File: config.mk
export PLATFORM = sky130hd
export DESIGN_NAME = tlb_ctx_unit
export DESIGN_NICKNAME = d
export VERILOG_FILES = /design/src/rtl/tlb_ctx_pkg.sv /design/src/rtl/tlb_ctx_reg.sv /design/src/rtl/tlb_vec_sel.sv /design/src/rtl/tlb_ctx_unit.sv
export SDC_FILE = /design/constraint.sdc
export NUM_CORES = 1
export LEC_CHECK = 0
export BUFFER_PORTS_ARGS = -buffer_cell sky130_fd_sc_hd__clkbuf_2
export CORE_UTILIZATION = 44
export DETAILED_ROUTE_END_ITERATION = 7
export GPL_ROUTABILITY_DRIVEN = 0
export PLACE_DENSITY = 0.8
export SYNTH_ARGS = -nofsm -noshare
export SYNTH_HDL_FRONTEND = slang
export SYNTH_SLANG_ARGS = --single-unit
File: constraint.sdc
create_clock -name clk_i -period 1.12 [get_ports clk_i]
set_clock_uncertainty 0.05 [all_clocks]
set_input_delay 0.056 -clock clk_i [delete_from_list [all_inputs] [get_ports clk_i]]
set_output_delay 0.056 -clock clk_i [all_outputs]
set_load 0.03 [all_outputs]
File: src/rtl/tlb_ctx_pkg.sv
package tlb_ctx_pkg;
  typedef enum logic {
    VEC_REFILL  = 1'b0,
    VEC_GENERAL = 1'b1
  } vec_kind_e;
endpackage

File: src/rtl/tlb_ctx_reg.sv
module tlb_ctx_reg #(
  parameter int AW = 32,
  parameter int PG = 12,
  localparam int VPN_W  = AW - 1 - PG,
  localparam int BASE_W = AW - 2 - VPN_W
) (
  input  logic              clk_i,
  input  logic              rst_ni,
  input  logic              wr_en_i,
  input  logic [BASE_W-1:0] wr_base_i,
  input  logic              miss_i,
  input  logic [AW-1:0]     miss_va_i,
  output logic [AW-1:0]     ctx_o,
  output logic [AW-1:0]     badva_o
);
  logic [BASE_W-1:0] base_q;
  logic [VPN_W-1:0]  vpn_q;
  logic [AW-1:0]     badva_q;

  always_ff @(posedge clk_i or negedge rst_ni) begin
    if (!rst_ni) begin
      base_q  <= '0;
      vpn_q   <= '0;
      badva_q <= '0;
    end else begin
      if (wr_en_i) base_q <= wr_base_i;
      if (miss_i) begin
        // user page number: drop the region bit and the page offset
        vpn_q   <= miss_va_i[AW-2:PG];
        badva_q <= miss_va_i;
      end
    end
  end

  assign ctx_o   = {base_q, vpn_q, 2'b00};
  assign badva_o = badva_q;

  a_r2_wr_keeps_vpn: assert property (@(posedge clk_i) disable iff (!rst_ni)
    (wr_en_i && !miss_i) |=> (ctx_o[AW-BASE_W-1:0] == $past(ctx_o[AW-BASE_W-1:0])));
  a_r3_miss_vpn: assert property (@(posedge clk_i) disable iff (!rst_ni)
    miss_i |=> (ctx_o[AW-BASE_W-1:2] == $past(miss_va_i[AW-2:PG])));
  a_r3_miss_keeps_base: assert property (@(posedge clk_i) disable iff (!rst_ni)
    (miss_i && !wr_en_i) |=> $stable(ctx_o[AW-1:AW-BASE_W]));
  a_r5_badva_hold: assert property (@(posedge clk_i) disable iff (!rst_ni)
    !miss_i |=> $stable(badva_o));
  a_r5_badva_capture: assert property (@(posedge clk_i) disable iff (!rst_ni)
    miss_i |=> (badva_o == $past(miss_va_i)));
endmodule

File: src/rtl/tlb_vec_sel.sv
module tlb_vec_sel
  import tlb_ctx_pkg::*;
#(
  parameter int          AW         = 32,
  parameter logic [11:0] REFILL_OFF = 12'h000,
  parameter logic [11:0] GEN_OFF    = 12'h080
) (
  input  logic          clk_i,
  input  logic          rst_ni,
  input  logic          miss_i,
  input  logic          user_i,
  input  logic [AW-1:0] exc_base_i,
  output logic          vec_valid_o,
  output vec_kind_e     vec_kind_o,
  output logic [AW-1:0] vec_addr_o
);
  vec_kind_e     kind_d;
  logic [AW-1:0] addr_d;

  always_comb begin
    kind_d = user_i ? VEC_REFILL : VEC_GENERAL;
    addr_d = exc_base_i + AW'(user_i ? REFILL_OFF : GEN_OFF);
  end

  always_ff @(posedge clk_i or negedge rst_ni) begin
    if (!rst_ni) begin
      vec_valid_o <= 1'b0;
      vec_kind_o  <= VEC_REFILL;
      vec_addr_o  <= '0;
    end else begin
      vec_valid_o <= miss_i;
      if (miss_i) begin
        vec_kind_o <= kind_d;
        vec_addr_o <= addr_d;
      end
    end
  end

  a_r10_vec_pulse: assert property (@(posedge clk_i) disable iff (!rst_ni)
    miss_i |=> vec_valid_o);
  a_r10_vec_quiet: assert property (@(posedge clk_i) disable iff (!rst_ni)
    !miss_i |=> !vec_valid_o);
endmodule

File: src/rtl/tlb_ctx_unit.sv
module tlb_ctx_unit
  import tlb_ctx_pkg::*;
#(
  parameter int AW = 32,
  parameter int PG = 12,
  localparam int VPN_W  = AW - 1 - PG,
  localparam int BASE_W = AW - 2 - VPN_W
) (
  input  logic          clk_i,
  input  logic          rst_ni,
  input  logic          wr_en_i,
  input  logic [AW-1:0] wr_data_i,
  input  logic          rd_sel_i,
  output logic [AW-1:0] rd_data_o,
  input  logic          miss_i,
  input  logic [AW-1:0] miss_va_i,
  input  logic [AW-1:0] exc_base_i,
  output logic [AW-1:0] ctx_o,
  output logic [AW-1:0] badva_o,
  output logic          vec_valid_o,
  output logic          vec_gen_o,
  output logic [AW-1:0] vec_addr_o
);
  vec_kind_e kind;

  tlb_ctx_reg #(.AW(AW), .PG(PG)) u_ctx (
    .clk_i     (clk_i),
    .rst_ni    (rst_ni),
    .wr_en_i   (wr_en_i),
    .wr_base_i (wr_data_i[AW-1 -: BASE_W]),
    .miss_i    (miss_i),
    .miss_va_i (miss_va_i),
    .ctx_o     (ctx_o),
    .badva_o   (badva_o)
  );

  tlb_vec_sel #(.AW(AW)) u_vec (
    .clk_i       (clk_i),
    .rst_ni      (rst_ni),
    .miss_i      (miss_i),
    .user_i      (!miss_va_i[AW-1]),
    .exc_base_i  (exc_base_i),
    .vec_valid_o (vec_valid_o),
    .vec_kind_o  (kind),
    .vec_addr_o  (vec_addr_o)
  );

  assign vec_gen_o = (kind == VEC_GENERAL);
  assign rd_data_o = rd_sel_i ? badva_o : ctx_o;

  a_r4_low_zero: assert property (@(posedge clk_i) disable iff (!rst_ni)
    !rd_sel_i |-> (rd_data_o[1:0] == 2'b00));
  a_r8_same_cycle: assert property (@(posedge clk_i) disable iff (!rst_ni)
    (wr_en_i && miss_i) |=> (ctx_o[AW-1:AW-BASE_W] == $past(wr_data_i[AW-1:AW-BASE_W])));
  a_r6_user_vec: assert property (@(posedge clk_i) disable iff (!rst_ni)
    (miss_i && !miss_va_i[AW-1]) |=> !vec_gen_o);
  a_r7_gen_vec: assert property (@(posedge clk_i) disable iff (!rst_ni)
    (miss_i && miss_va_i[AW-1]) |=> vec_gen_o);
endmodule

======== Word-level counts from Yosys, hierarchy flattened ========
Index checks and enable logic that the tools add are counted.
storage, ports and cells
  output and inout port bits .............. 130
  logic and storage cells ................. 10
  bits of input ports ..................... 101
  bits in registers ....................... 96
cells by class
  mux-type cells .......................... 3
  add/sub/neg operators ................... 1
operators with widths
  cell            number
  $add 32x32->32  1
  $mux 32         1
  $mux 8          1
  $mux 1          1

======== Logic depth before layout (Yosys ltp) ========
Gate-level depths: netlist of run 1.
  word-level depth ........................ 2
  depth in mapped cells ................... 7
  gate-level depth less buffers ........... 6

======== By module ========
A second synthesis of run 1 with hierarchy kept.
unflattened totals
  cell total of the unflattened synthesis .. 321
  area total of the unflattened synthesis .. 4212.8 um^2
modules (own cells, without submodules)
  module        sequential area each (um^2)  cells an instance  times used  area each (um^2)
  tlb_ctx_reg   1076.0                       113                1           1913.1
  tlb_vec_sel   850.8                        171                1           1751.7
  tlb_ctx_unit  0.0                          37                 1           548.0

======== Worst setup path after synthesis of run 1 ========
No wires, ideal clock.
  kind .................................... input port to flip-flop
  start ................................... in miss_va_i[31]
  end ..................................... reg u_vec.vec_addr_o[26]
  buffers on the path ..................... 0
  arrival ................................. 1.534 ns
  stages on the path ...................... 5
  data required time ...................... 0.988 ns
  slack ................................... -0.546 ns
  setup time .............................. 0.082 ns
  cell sequence ........................... ha_1 nand3_2 or4_4 or4_1 a31oi_1
on the way
  cells in the longest elaborated chain, start to end .. 2
ends and longest elaborated chain
  what                  RTL line            RTL
  from (decl)           tlb_ctx_unit.sv:16  input logic [AW-1:0] miss_va_i,
  $mux 8                tlb_vec_sel.sv:22   addr_d = exc_base_i + AW'(user_i ? REFILL_OFF : GEN_OFF);
  $add 32x32->32        tlb_vec_sel.sv:22
  to (signal assigned)  tlb_vec_sel.sv:34   vec_addr_o <= addr_d;
  to (decl)             tlb_vec_sel.sv:15   output logic [AW-1:0] vec_addr_o
Every way passes these cells.
A chain may end at the register's enable or synchronous reset.

======== Final worst setup path of run 1 ========
  start ................................... in miss_va_i[31]
  end ..................................... reg u_vec.vec_addr_o[25]
Same word-level chain as after synthesis.

==> results of run 1 <==
[metrics by stage]
| stage | instances | hold slack (ns) | utilization (%) |
|---|---|---|---|
| 6_report | 779 | 0.0291 | 91.0 |
| 3_5_place_dp | 652 | -0.141 | 63.4 |
| 4_1_cts | 755 | 0.0247 | 84.9 |
| 5_1_grt | 778 | 0.0202 | 91.0 |
| 3_3_place_gp | 652 | -0.144 | 63.4 |
| 2_1_floorplan | 327 | -0.290 | - |
[registers in the layout, summed over array words and instances, names as in the netlist]
name and count:
u_ctx.badva_o 32, u_vec.vec_valid_o 1, u_vec.vec_addr_o 32, u_ctx.base_q 11
[cell usage after synthesis, types with 5 or more instances]
cell and n:
mux2_2 82, or4_1 8, xnor2_1 5, dfrtp_1 76, xor2_1 6, a21oi_1 11
a31oi_1 11, o31ai_1 8, buf_4 22, nor2_1 24, nand2_1 9, inv_1 5
nand3_1 8, nand4_1 5, clkbuf_1 13
[logic make-up (layout without fill, tap and decap cells)]
family          Yosys count  count (layout)  share of synthesized area, %
compound gates           35              35                          5.63
xor+xnor                 11              11                          2.52
fa+ha+maj                 2               2                         0.655
buf+inv                  45             388                          6.78
flops                    76              76                          49.8
mux                      82              82                          24.2
other cells               1               5                        0.0982
simple gates             74              75                          10.4
[worst paths after layout]
check | start | end | slack (ns) | cells after the start
hold / removal | rst_ni | u_ctx.base_q[9] | 0.03 | 2
setup reg to reg | u_ctx.badva_o[20] | u_ctx.badva_o[20] | -0.16 | 3
min in group clk_i | exc_base_i[7] | u_vec.vec_addr_o[7] | 0.05 | 3
setup / recovery | miss_va_i[31] | u_vec.vec_addr_o[25] | -0.40 | 8
hold reg to reg | u_vec.vec_addr_o[31] | u_vec.vec_addr_o[31] | 0.47 | 2
max in group asynchronous | rst_ni | u_vec.vec_addr_o[10] | 0.49 | 3
[power by group through the flow]
stage / Combinational, W / Clock [W] / Sequential, W
2_1_floorplan: 0.00113 / 0 / 0.00380
3_3_place_gp: 0.00248 / 0 / 0.00328
3_5_place_dp: 0.00253 / 0 / 0.00330
4_1_cts: 0.00342 / 0.00217 / 0.00324
5_1_grt: 0.00433 / 0.00249 / 0.00339
6_report: 0.00422 / 0.00239 / 0.00337
[repair_timing]
| action | in CTS | in global routing |
|---|---|---|
| pin swaps | 24 | 13 |
| setup buffers | 30 | 33 |
| endpoints found under the hold margin | 131 | 0 |
| cloned | 1 | 0 |
| hold buffers | 56 | 0 |
| gates resized for setup | 188 | 196 |
| endpoints found under the setup margin | 67 | 111 |
[routing by layer]
metal,vias to the layer above,track usage (%),wire [um]
met2,444,71.0,11000
li1,1825,-,-
met3,201,16.4,2110
met5,-,0,13
met1,2233,39.9,6470
met4,2,27.1,2510
[cell type report]
class,count,area (um2)
clock inverter,6,63.8
antenna,3,7.51
multi-input combinational,207,1870
timing repair buffer,367,3400
tap,105,131
sequential,76,1930
inverter,5,18.8
fill,297,747
clock buffer,10,138
==> results.md, run 1 <==
* Outcome: complete, but fails checks
* Failing checks: DRC, setup timing
* Clk root buf: clkbuf_8
* Crit path kind: input port to flop
* Final setup viols at 104
* Commonest non-fill, non-tap cell in the layout: clkbuf_2
* Sw frac at 38.5%
* CP Data Required Time at 1.34 ns
* Port Buffers at 207
* Setup slack at placement at -0.764 ns
* Fmax at 0.660 GHz
* Drt first-iter violations at 376
* Inserted Clock Buffers at 9
* Critical path endpoint category: flop
* Antenna violations before repair at 4
* # IOs at 231
* Max VDD drop at 0.854 mV
* Psw at 0.00385 W
* Worst-case clock buffer depth at 2
* DRC Markers at 2
* Asr flop ratio synth at 100%
* Most frequent cells in the layout: clkbuf_2, buf_8, buf_4
* CP cell instances: buf_8 -> ha_4 -> buf_4 -> ha_4 -> and4_4 -> nand3_4 -> or4_1 -> a31oi_1
* GRT Total Usage at 40.9%
* Synth unique cells at 31
* Leak pwr at 3.58 nW
* Area growth syn-to-layout at 97.7%
* CP Data Arrival Time at 1.73 ns
* Die height at 95.2 um
* Leading register cell type out of synthesis: dfrtp_1
* Chip width at 95.2 um
* Top-area cell type share of the netlist area at 49.8%
* Worst path max stage delay at 0.57 ns
* Number of global-route vias before repair at 4492
* Crit path max-delay family: simple AND/OR/NAND/NOR gates
* HPWL Detailed at 8.30 mm
* Fraction of layout cells with a size suffix above 1 at 66.0%
* Yosys reg bits at 76
* Core area at 0.00830 mm2
* Syn_area_per_cell at 11.7 um2
* Register share of total power at 33.7%
* CTS sink count at 76
* Clock Latency Late Sink at 0.36 ns
* CP Max Fanout at 6
* Comb pwr share at 42.3%
* Fin area at 0.00755 mm2
* Row count at 33
* Final hold viol count at 0
* Tightest Hold Check Type: input port to async pin
* Cell Pwr Density at 1320 mW/mm2
* First-pass GRT wire length at 26.2 mm
* CP bufs+invs at 2
* Final ANT Viol Nets at 0
* Vias at 4705
* Clock input transition at the sequential cells of the worst setup and hold paths at 0.12 ns
* Fin Setup TNS at -17.38 ns
* Total wire length at 22.1 mm
* Final Cycle Share at 135%
* Synth warn at 0
* Cell Area, Placed at 0.00526 mm2
* Largest area contributor in the netlist: dfrtp_1
* Synthesized area at 0.00382 mm2
* Min Tclk post-route at 1.52 ns
* Post-Synthesis Cells at 326
* 1st-pass router iterations at 8
* Final worst slack at -0.396 ns
* TritonCTS clock tree: built
* CTS H-Tree Depth at 3
* Slew Limit Fails at 0
* Area contributors post-synth: dfrtp_1, mux2_2, buf_4
* Initial Util at 46.0%
* Fin nets at 769
* Post-synth EDFFs at 0
* Post-synthesis sequential area ratio at 49.8%
* Most frequent CP cell: ha_4
* Largest net degree at the start of global routing at 30
* Remaining Overflow, GRT at 0
* WL/cell at 28.4 um
* Die area at 0.00906 mm2
* Int Power at 0.00614 W
* Slowest-stage cell, CP: or4_1
* Max-Cap Viols at 0
* Via/cell ratio at 6.04
* RSZ-0062 raised after global routing: yes
* Crit path launch type: input port
* Clock group share of total power at 24.0%
* Tot Pwr at 0.00999 W
(Power assumes the default switching activity.)
==> inputs of run 2 (changes only) <==
Settings changed: CORE_UTILIZATION 44 to 42, PLACE_DENSITY 0.8 to 0.77, REMOVE_ABC_BUFFERS set to 1.
==> run 2 against run 1 <==
  * The run ends with setup timing left
  * Fmax rose by 6.7%
  * Non-clock buffer count down 23
  * Cell count decreased by 3.1%
  * Setup slack gained 0.095 ns
  * Wire length is 34% lower
  * Critical path depth down 2
  * Count of clock-buffer cells in the layout unchanged
  * Sequential share of layout area up 1.2 points
  * Via count fell by 17%
  * Highest routed layer is now met4
==> results.md, run 2 (synthesis gave the netlist of run 1 again) <==
* Cell Pwr Density at 1290 mW/mm2 (-2.3%)
* Worst min-delay path startpoint: exc_base_i[7]
* DRC Markers at 0 (-2)
* Inserted Clock Buffers at 9 (unchanged)
* GRT Total Usage at 28.5% (-12 points)
* Chip width at 97.4 um (+2.3%)
* Min Tclk post-route at 1.42 ns (-0.0953 ns)
* CP Data Arrival Time at 1.62 ns (-0.11 ns)
* Via/cell ratio at 5.17 (-14%)
* Slowest-stage cell, CP: or4_4
* Die area at 0.00948 mm2 (+4.7%)
* Crit path kind: input port to flop
* CP Data Required Time at 1.32 ns (-0.02 ns)
* First-pass GRT wire length at 21.4 mm (-18%)
* Commonest non-fill, non-tap cell in the layout: clkbuf_2
* Fraction of layout cells with a size suffix above 1 at 63.4% (-2.7 points)
* CP Max Fanout at 8 (+2)
* Critical path endpoint category: flop
* Final setup viols at 78 (-25%)
* Antenna violations before repair at 0 (-4)
* Worst-case clock buffer depth at 2 (unchanged)
* Final worst slack at -0.301 ns (+0.0953 ns)
* Diode count at 0 (-3)
* TritonCTS clock tree: built
* Final cell count without fillers at 755 (-3.1%)
* Area growth syn-to-layout at 87.6%
* Number of global-route vias before repair at 4068 (-9.4%)
* CTS H-Tree Depth at 3 (unchanged)
* Clk root buf: clkbuf_8
* Leak pwr at 3.42 nW (-4.5%)
* 1st-pass router iterations at 4 (-4)
* Tightest Hold Check Type: input port to flop
* Final hold viol count at 0 (unchanged)
* Max-Cap Viols at 0 (unchanged)
* Most frequent cells in the layout: clkbuf_2, dfrtp_1, buf_8
* Initial Util at 43.6% (-2.4 points)
* WL/cell at 19.2 um (-32%)
* Fin nets at 745 (-3.1%)
* Die height at 97.4 um (+2.3%)
* CTS sink count at 76 (unchanged)
* DP Cell Count at 652 (unchanged)
* Outcome: complete, but fails checks
* Crit. Startpoint: miss_va_i[31]
* FF-to-FF Start: u_ctx.badva_o[21]
* Vias at 3905 (-17%)
* Clock input transition at the sequential cells of the worst setup and hold paths at 0.09 ns (-0.03 ns)
* Core area at 0.00876 mm2 (+5.6%)
* Layout Utilization at 81.8% (-9.2 points)
* HPWL Detailed at 7.48 mm (-9.9%)
* Crit path launch type: input port
* Final Cycle Share at 127% (-8.5 points)
* Max VDD drop at 0.771 mV (-9.8%)
* Row count at 34 (+3.0%)
* Fmax at 0.704 GHz (+6.7%)
* Total wire length at 14.5 mm (-34%)
* RSZ-0062 raised after global routing: yes
* Port Buffers at 207 (unchanged)
* # IOs at 231 (unchanged)
* Drt first-iter violations at 112 (-70%)
* Remaining Overflow, GRT at 0 (unchanged)
* Worst path max stage delay at 0.58 ns (about the same)
* Failing checks: setup timing
* Slew Limit Fails at 0 (unchanged)
* Clock Latency Late Sink at 0.32 ns (-0.04 ns)
* Final ANT Viol Nets at 0 (unchanged)
* CP cell instances: buf_8 -> ha_4 -> nand3_2 -> or4_4 -> or4_1 -> a31oi_1
* Largest net degree at the start of global routing at 42 (+40%)
==> run 2: changes by cell type in the layout (fill, tap and decap cells not counted), sizes merged <==
cell / change
buf: -35
clkbuf: +14
inv: +2
dlygate4sd3: -2
or4: -1
diode: -3
clkinv: -2
==> run 2: path summary, 6_finish.rpt <==
check,endpoint,slack [ns],cells after the start
min in group asynchronous,u_ctx.base_q[1],0.08,2
min,u_vec.vec_addr_o[7],0.01,3
min reg2reg,u_vec.vec_addr_o[7],0.48,1
max in group asynchronous,u_ctx.badva_o[17],0.45,3
max reg2reg,u_ctx.badva_o[21],-0.04,3
max,u_vec.vec_addr_o[28],-0.30,6
==> run 2: where the power goes <==
| group | switching, W | internal, W |
|---|---|---|
| Clock | 0.00111 | 0.00111 |
| Combinational | 0.00194 | 0.00181 |
| Sequential | 0.000263 | 0.00302 |
| Total | 0.00331 | 0.00594 |
==> run 2: cell type report <==
class,instances,area (um2)
clock buffers,10,138
repair buffers,344,3040
flip-flops and latches,76,1910
clock inverters,6,71.3
fillers,451,1600
inverters,5,18.8
well taps,108,135
multi-input cells,206,1850
==> run 2: worst max-delay path, delay by kind of cell <==
family | cells | cell delay, ns
buffers and inverters | 1 | 0.08
adder cells (fa/ha/maj) | 1 | 0.13
AO/OA/AOI/OAI | 1 | 0.17
AND/OR/NAND/NOR | 3 | 1.19
==> run 2: per-layer routing <==
| layer | part of all wire [%] | wire [um] | global-route usage (%) | vias up |
|---|---|---|---|---|
| li1 | - | - | - | 1774 |
| met1 | 37 | 5380 | 31.5 | 1930 |
| met2 | 55 | 7930 | 53.6 | 170 |
| met3 | 5.5 | 792 | 5.32 | 31 |
| met4 | 2.9 | 424 | 11.2 | 0 |
| met5 | 0 | 0 | 0 | - |
==> run 2: what timing repair did <==
action | 4_1_cts | 5_1_grt
pin swaps | 21 | 15
buffers inserted | 22 | 22
resized for setup | 168 | 136
hold endpoints to repair | 128 | 1
setup endpoints to repair | 58 | 91
hold buffers | 53 | 1
==> run 2: stage by stage <==
stage	setup slack (ns)	total power, W	cell area (um2)	hold WS [ns]	setup TNS (ns)
2_1_floorplan	-0.592	0.00475	3580	-0.290	-7.17
3_3_place_gp	-0.696	0.00572	5210	-0.110	-9.25
3_5_place_dp	-0.757	0.00578	5210	-0.107	-10.21
4_1_cts	-0.291	0.00877	6840	0.00184	-9.16
5_1_grt	-0.336	0.00958	7170	0.000883	-12.07
6_report	-0.301	0.00926	7170	0.0107	-9.15
